## src/rtl/prog_macrocell_pkg.sv

```systemverilog
`timescale 1ns/1ps
package prog_macrocell_pkg;
    // Default shape of one cell
    localparam int MC_NUM_CLK = 2;
    localparam int MC_NUM_OE  = 4;

    // Control-term bit positions (neighbouring product-term logic decodes these)
    localparam int MC_PRESET_BIT = 0;
    localparam int MC_RESET_BIT  = 1;
    localparam int MC_OE_BASE    = 2;
endpackage

```

## src/rtl/mc_edge_pick.sv

```systemverilog
`timescale 1ns/1ps
module mc_edge_pick #(
    parameter int NUM_CLK = 2,
    localparam int SEL_W  = (NUM_CLK > 1) ? $clog2(NUM_CLK) : 1
) (
    input  logic               clk_i,
    input  logic               rst_ni,
    input  logic [NUM_CLK-1:0] src_i,
    input  logic [SEL_W-1:0]   sel_i,
    input  logic               fall_i,
    output logic               fire_o
);
    typedef struct packed {
        logic [NUM_CLK-1:0] lvl;
    } edge_st_t;

    edge_st_t st_d, st_q;
    logic [NUM_CLK-1:0] rise_v, drop_v;

    // one detector per source, so switching selection never fakes an edge
    for (genvar g = 0; g < NUM_CLK; g++) begin : g_src
        assign rise_v[g] =  src_i[g] & ~st_q.lvl[g];
        assign drop_v[g] = ~src_i[g] &  st_q.lvl[g];
    end

    always_comb begin
        st_d     = st_q;
        st_d.lvl = src_i;
        fire_o   = fall_i ? drop_v[sel_i] : rise_v[sel_i];
    end

    always_ff @(posedge clk_i or negedge rst_ni) begin
        if (!rst_ni) st_q <= '0;
        else         st_q <= st_d;
    end
endmodule

```

## src/rtl/mc_store.sv

```systemverilog
`timescale 1ns/1ps
module mc_store (
    input  logic clk_i,
    input  logic rst_ni,
    input  logic fire_i,
    input  logic ttype_i,
    input  logic d_i,
    input  logic ctl_en_i,
    input  logic preset_i,
    input  logic reset_i,
    output logic state_o
);
    typedef struct packed {
        logic bit_v;
    } store_st_t;

    store_st_t st_d, st_q;

    always_comb begin
        st_d = st_q;
        if (ctl_en_i && reset_i) begin
            st_d.bit_v = 1'b0;              // clear wins over set
        end else if (ctl_en_i && preset_i) begin
            st_d.bit_v = 1'b1;
        end else if (fire_i) begin
            st_d.bit_v = ttype_i ? (st_q.bit_v ^ d_i) : d_i;
        end
    end

    always_ff @(posedge clk_i or negedge rst_ni) begin
        if (!rst_ni) st_q <= '0;
        else         st_q <= st_d;
    end

    assign state_o = st_q.bit_v;
endmodule

```

## src/rtl/mc_oe_pick.sv

```systemverilog
`timescale 1ns/1ps
module mc_oe_pick #(
    parameter int NUM_OE    = 4,
    localparam int NUM_CODE = NUM_OE + 2,
    localparam int OE_SEL_W = $clog2(NUM_CODE)
) (
    input  logic [NUM_OE-1:0]   terms_i,
    input  logic [OE_SEL_W-1:0] sel_i,
    input  logic                gts_en_i,
    input  logic                gts_ni,
    output logic                oe_o
);
    logic [NUM_CODE-1:0] cand;
    logic                local_oe;

    for (genvar g = 0; g < NUM_OE; g++) begin : g_term
        assign cand[g] = terms_i[g];
    end
    assign cand[NUM_OE]   = 1'b1;           // forced on
    assign cand[NUM_OE+1] = 1'b0;           // forced off

    always_comb begin
        if (int'(sel_i) < NUM_CODE) local_oe = cand[sel_i];
        else                        local_oe = 1'b0;
        oe_o = local_oe & ~(gts_en_i & ~gts_ni);
    end
endmodule

```

## src/rtl/prog_macrocell.sv

```systemverilog
`timescale 1ns/1ps
module prog_macrocell
    import prog_macrocell_pkg::*;
#(
    parameter int NUM_CLK  = MC_NUM_CLK,
    parameter int NUM_OE   = MC_NUM_OE,
    localparam int SEL_W    = (NUM_CLK > 1) ? $clog2(NUM_CLK) : 1,
    localparam int OE_SEL_W = $clog2(NUM_OE + 2),
    localparam int CT_W     = MC_OE_BASE + NUM_OE
) (
    input  logic                clk_i,
    input  logic                rst_ni,
    input  logic                cfg_ttype_i,
    input  logic [SEL_W-1:0]    cfg_clksel_i,
    input  logic                cfg_fall_i,
    input  logic                cfg_ctl_en_i,
    input  logic [OE_SEL_W-1:0] cfg_oe_sel_i,
    input  logic                cfg_bypass_i,
    input  logic                cfg_gts_en_i,
    input  logic [NUM_CLK-1:0]  clk_src_i,
    input  logic                d_i,
    input  logic [CT_W-1:0]     ctl_i,
    input  logic                gts_ni,
    input  logic                pad_in_i,
    output logic                pad_o,
    output logic                pad_oe_o,
    output logic                reg_fb_o,
    output logic                pin_fb_o
);
    logic fire;
    logic state;

    mc_edge_pick #(.NUM_CLK(NUM_CLK)) u_edge (
        .clk_i  (clk_i),
        .rst_ni (rst_ni),
        .src_i  (clk_src_i),
        .sel_i  (cfg_clksel_i),
        .fall_i (cfg_fall_i),
        .fire_o (fire)
    );

    mc_store u_store (
        .clk_i    (clk_i),
        .rst_ni   (rst_ni),
        .fire_i   (fire),
        .ttype_i  (cfg_ttype_i),
        .d_i      (d_i),
        .ctl_en_i (cfg_ctl_en_i),
        .preset_i (ctl_i[MC_PRESET_BIT]),
        .reset_i  (ctl_i[MC_RESET_BIT]),
        .state_o  (state)
    );

    mc_oe_pick #(.NUM_OE(NUM_OE)) u_oe (
        .terms_i  (ctl_i[CT_W-1:MC_OE_BASE]),
        .sel_i    (cfg_oe_sel_i),
        .gts_en_i (cfg_gts_en_i),
        .gts_ni   (gts_ni),
        .oe_o     (pad_oe_o)
    );

    always_comb begin
        pad_o    = cfg_bypass_i ? d_i : state;
        reg_fb_o = state;
        pin_fb_o = pad_oe_o ? pad_o : pad_in_i;
    end
endmodule

```

## config.mk

```make
export PLATFORM = sky130hd
export DESIGN_NAME = prog_macrocell
export DESIGN_NICKNAME = d
export VERILOG_FILES = /design/src/rtl/prog_macrocell_pkg.sv /design/src/rtl/mc_edge_pick.sv /design/src/rtl/mc_store.sv /design/src/rtl/mc_oe_pick.sv /design/src/rtl/prog_macrocell.sv
export SDC_FILE = /design/constraint.sdc
export NUM_CORES = 1
export LEC_CHECK = 0
export BUFFER_PORTS_ARGS = -buffer_cell sky130_fd_sc_hd__buf_2
export CORE_AREA = 2 2 39 41
export DETAILED_ROUTE_END_ITERATION = 8
export DIE_AREA = 0 0 41 43
export PLACE_DENSITY = 0.45
export RECOVER_POWER = 100
export SLEW_MARGIN = 15
export SYNTH_ARGS = -nofsm -noshare
export SYNTH_HDL_FRONTEND = slang
export SYNTH_HIERARCHICAL = 1
export SYNTH_SLANG_ARGS = --single-unit
```

## constraint.sdc

```tcl
create_clock -name clk_i -period 3.9 [get_ports clk_i]
set_clock_uncertainty 0.05 [all_clocks]
set_input_delay 0.585 -clock clk_i [delete_from_list [all_inputs] [get_ports clk_i]]
set_output_delay 0.585 -clock clk_i [all_outputs]
set_load 0.005 [all_outputs]
```

Word level (Yosys, flattened, before mapping)

Cells that the tools add are included.

Mux-type cells: 14
Bitwise logic cells: 13
Reductions and logical operators: 3
$lt $le $gt $ge: 3

Operators by type and width:

| kind                                                                 | number |
|---|---|
| 1-bit 2-to-1 mux                                                     | 13 |
| 1-bit AND                                                            | 6 |
| 1-bit NOT                                                            | 6 |
| 3-bit by 4-bit < comparator with 1-bit output, second input constant | 1 |
| 1-bit binary-select mux with 3-bit select                            | 1 |
| 3-bit < comparator, second input constant                            | 1 |
| 3-bit nonzero test                                                   | 1 |
| 1-bit logical AND                                                    | 2 |
| 1-bit by 2-bit < comparator with 1-bit output, second input constant | 1 |
| 1-bit bitwise XOR                                                    | 1 |

Bits of input ports: 22
Flip-flop bits (word level): 3

Depth between registers and ports, before layout

Depth in word-level cells: 8
Gate-level depth with buffers: 5
Mapped depth without buffers: 5

Modules after synthesis

The synthesis kept the hierarchy.

Modules (own cells, without submodules):

| module         | seq. area each (um^2) | times used | cells an instance | area each (um^2) |
|---|---|---|---|---|
| mc_edge_pick   | 50.0                  | 1          | 7                 | 98.8 |
| mc_store       | 25.0                  | 1          | 7                 | 62.6 |
| mc_oe_pick     | 0.0                   | 1          | 8                 | 48.8 |
| prog_macrocell | 0.0                   | 1          | 2                 | 30.0 |

Worst setup path before layout

Ideal clock, no wire load.

Path type: input-to-output
From: input cfg_oe_sel_i[1]
To: output pin_fb_o
Data arrival time: 1.436 ns
Required time: 3.265 ns
Path slack: 1.829 ns
Cell stages on the path: 4
Cells stage by stage: mux2_1 nand3b_1 a32oi_1 mux2_4

Longest elaborated chain between the ends: 5
Elaborated cells between the ends (all ways): 6
Those cells by class: order compare (1); mux (4); bitwise (1)

Ends and longest elaborated chain:

| item                                      | line                 | RTL |
|---|---|---|
| start, declared                           | prog_macrocell.sv:17 | `input logic [OE_SEL_W-1:0] cfg_oe_sel_i,` |
| 1-bit binary-select mux with 3-bit select | mc_oe_pick.sv:23     | `if (int'(sel_i) < NUM_CODE) local_oe = cand[sel_i];` |
| 1-bit 2-to-1 mux (not written as such)    | mc_oe_pick.sv:23     |  |
| 1-bit 2-to-1 mux *                        | mc_oe_pick.sv:23     |  |
| 1-bit AND *                               | mc_oe_pick.sv:25     | `oe_o = local_oe & ~(gts_en_i & ~gts_ni);` |
| net pad_oe_o                              | prog_macrocell.sv:26 | `output logic pad_oe_o,` |
| 1-bit 2-to-1 mux *                        | prog_macrocell.sv:65 | `pin_fb_o = pad_oe_o ? pad_o : pad_in_i;` |
| end, declared                             | prog_macrocell.sv:28 | `output logic pin_fb_o` |

Mark *: on every way through the listed nets, which the timed path passes. The rest lies on a longest branch. The select of a mux whose other input is x is not followed.

Worst setup path in the final report

From: input cfg_oe_sel_i[1]
To: output pin_fb_o

Longest elaborated chain between the ends: 5
Elaborated cells between the ends (all ways): 6
Those cells by class: order compare (1); mux (4); bitwise (1)

Ends and longest elaborated chain:

| item                                      | line |
|---|---|
| 1-bit binary-select mux with 3-bit select | mc_oe_pick.sv:23 |
| 1-bit 2-to-1 mux (not written as such)    | mc_oe_pick.sv:23 |
| 1-bit 2-to-1 mux *                        | mc_oe_pick.sv:23 |
| 1-bit AND *                               | mc_oe_pick.sv:25 |
| 1-bit 2-to-1 mux *                        | prog_macrocell.sv:65 |

Every way passes the cells marked *; elsewhere a longest branch is shown, timed or not. The select of a mux whose other input is x is not followed.

==> impl_metrics.toml <==
[run_status]
status = "complete, no violations"

[power]
p_comb_frac = 0.259
ir_worst_vdd_uv = 172.1
p_per_area_nw_per_um2 = 308.4
p_int_w = 0.00009102
pwr-share-seq = 0.291
power_leakage_nw = 0.1986
swShare = 0.2675
clkPwrFrac = 0.450
p_sw_w = 0.00003325

[critical_path]
critPathBufInv = 2
end_kind = "primary output"
worstPathArrival_ns = 1.66
slowest_stage = "mux2_4"
path_class = "in2out"
critPathLaunchType = "input pin"
crit_chain = "buf_2 > mux2_1 > nand3b_1 > a32oi_1 > mux2_4 > clkbuf_1"
path_max_fanout = 3
max_stage_delay_ns = 0.32
critPathRequiredTime_ns = 3.26
critical-path-top-delay-family = "multiplexers"

[synthesis]
syn-num-nets = 46
ys.flop_type = "dfrtp_1"
synth_top_area_share = 0.3125
ys_types = 19
syn_area_sq_um = 240.2
yosysWarningCount = 6
yosysSeqAreaShare = 0.3125
synth_common_cells = "dfrtp_1, inv_1, mux2_4, nor2_1"
synth_most_common_cell = "dfrtp_1"
avgSynthCellArea_sq_um = 10.01
synth_area_leaders = "dfrtp_1, mux2_4, and4bb_2"
ys_seq_elements = 3
synth_area_leader_cell = "dfrtp_1"
synth_edf_count = 0
synthCells = 24
synth-async-reset-ratio = 1.000

[cts]
cts_buffers = 3
cts_setup_buffers = 0
cts.sinks = 3
holdBufCountCts = 0
path_clk_slew_ns = 0.04
insertion_delay_ns = 0.24
cts_tree = "yes"
htree_levels = 1
cts_buffer_depth = 2
cts-root-buf = "clkbuf_4"
cts_resized = 0

[timing]
hold_viol_final = 0
max_freq_ghz = 0.4365
setup-violations-final = 0
drv_slew = 0
worst_pin_slew_ns = 0.3487
fin_crit_ns = 2.291
period_share = 0.5874
slew_headroom = 0.7646
rsz0062_at_grt = "false"
fin_tns_setup_ns = 0

[routing]
drtAntennaViolNets = 0
vias = 309
drt_pass1_iterations = 4
wl_per_cell_microns = 10.86
remaining_drc_errors = 0
wl_microns = 749
vias_per_cell = 4.478
drtIter0Drc = 3

[placement]
globalplace.congestion = 0.5179
placed_cell_area_sq_um = 385.4
port_buffers = 25

[cells_and_area]
fill_cells = 160
area_delta_synth_final_pct = 67.71
drive_above_1_share = 0.4528
nNetsFinal = 76
fin_area_sq_um = 402.9
antenna_cells = 0

[grt]
grt_overflow_total = 0
antenna_found_initial = 0
grt_pass1_wl_microns = 966
grt_max_degree = 5
grt_pass1_vias = 264
grt_usage = 0.08451

[floorplan]
io_pins = 26
die_area_sq_um = 1763
fp.dieW_microns = 41
start_util = 0.1736
die_h_microns = 43
rows = 14
core-area_sq_um = 1384

[flow_run]
max_cap_violations = 0

[worst_hold_path]
hold_path_class = "in2async"
[cells in the final DEF (no fill, tap or decap), types with 2 or more instances in the layout]
cell | Yosys | final
clkbuf_1 | 0 | 8
mux2_4 | 2 | 2
clkbuf_4 | 0 | 3
inv_1 | 2 | 2
nor2_1 | 2 | 2
dfrtp_1 | 3 | 3
buf_2 | 0 | 18
[kinds of logic after synthesis]
kind of cell,after synthesis,synth area share
and+or+nand+nor,11,0.3281
DFF,3,0.3125
muxes,3,0.1719
buffers and inverters,2,0.03126
AOI/OAI and AO/OA,5,0.1563
[power groups by stage]
stage	combinational, W	clock, W	sequential [W]
5_1_grt	0.0000370	0.0000631	0.0000366
4_1_cts	0.0000346	0.0000602	0.0000362
3_3_place_gp	0.0000341	0	0.0000363
3_5_place_dp	0.0000341	0	0.0000363
6_report	0.0000322	0.0000560	0.0000361
2_1_floorplan	0.0000147	0	0.0000362
[per-layer routing]
layer / up-vias / wire, microns / share of wire / track usage
met3: 0 / 146 / 0.19 / 0.05759
met4: 0 / 0 / 0 / 0.04000
met5: - / 0 / 0 / 0
li1: 157 / - / - / -
met1: 126 / 324 / 0.43 / 0.08414
met2: 26 / 278 / 0.37 / 0.1281
[state kept, by name, summed over array words and instances, names as in the netlist]
signal	flops
u_edge/st_q	2
u_store/state_o	1
[metrics by stage]
stage | hold slack (ns) | setup WS [ns] | std cells | power (W) | utilization
CTS | 0.07662 | 1.590 | 69 | 0.0001310 | 0.2975
global route | 0.1014 | 1.556 | 69 | 0.0001366 | 0.2911
finish | 0.1082 | 1.609 | 69 | 0.0001243 | 0.2911
global placement | 0.3332 | 1.611 | 65 | 0.00007037 | 0.2785
detailed placement | 0.3347 | 1.592 | 65 | 0.00007043 | 0.2785
floorplan | 0.2394 | 1.829 | 24 | 0.00005089 | -
[worst paths after layout]
kind | depth (start not counted) | to | startpoint | slack (ns)
setup / recovery | 6 | pin_fb_o | cfg_oe_sel_i[1] | 1.61
hold / removal | 1 | u_store/state_o | rst_ni | 0.11
setup reg to reg | 5 | u_store/state_o | u_edge/st_q[1] | 2.14
hold reg to reg | 3 | u_store/state_o | u_store/state_o | 0.69
max in group asynchronous | 1 | u_edge/st_q[1] | rst_ni | 3.52
min in group clk_i | 1 | u_edge/st_q[1] | clk_src_i[1] | 0.45
[worst reg2reg max path, stage by stage, from the launching register on]
cell	delay, ns
dfrtp_1	0.37
and4b_1	0.19
or4_1	0.56
a21o_1	0.20
o311ai_0	0.10
a22oi_1	0.15
[cell type report]
type / count / area [sq um] / share of cell area
Clock buffer: 4 / 26.28 / 0.06522
Inverter: 2 / 7.507 / 0.01863
Multi-Input combinational cell: 19 / 157.7 / 0.3913
Sequential cell: 3 / 75.07 / 0.1863
Tap cell: 16 / 20.02 / 0.04969
Timing Repair Buffer: 25 / 116.4 / 0.2888
Note: power is estimated with default switching activity, not from simulation.
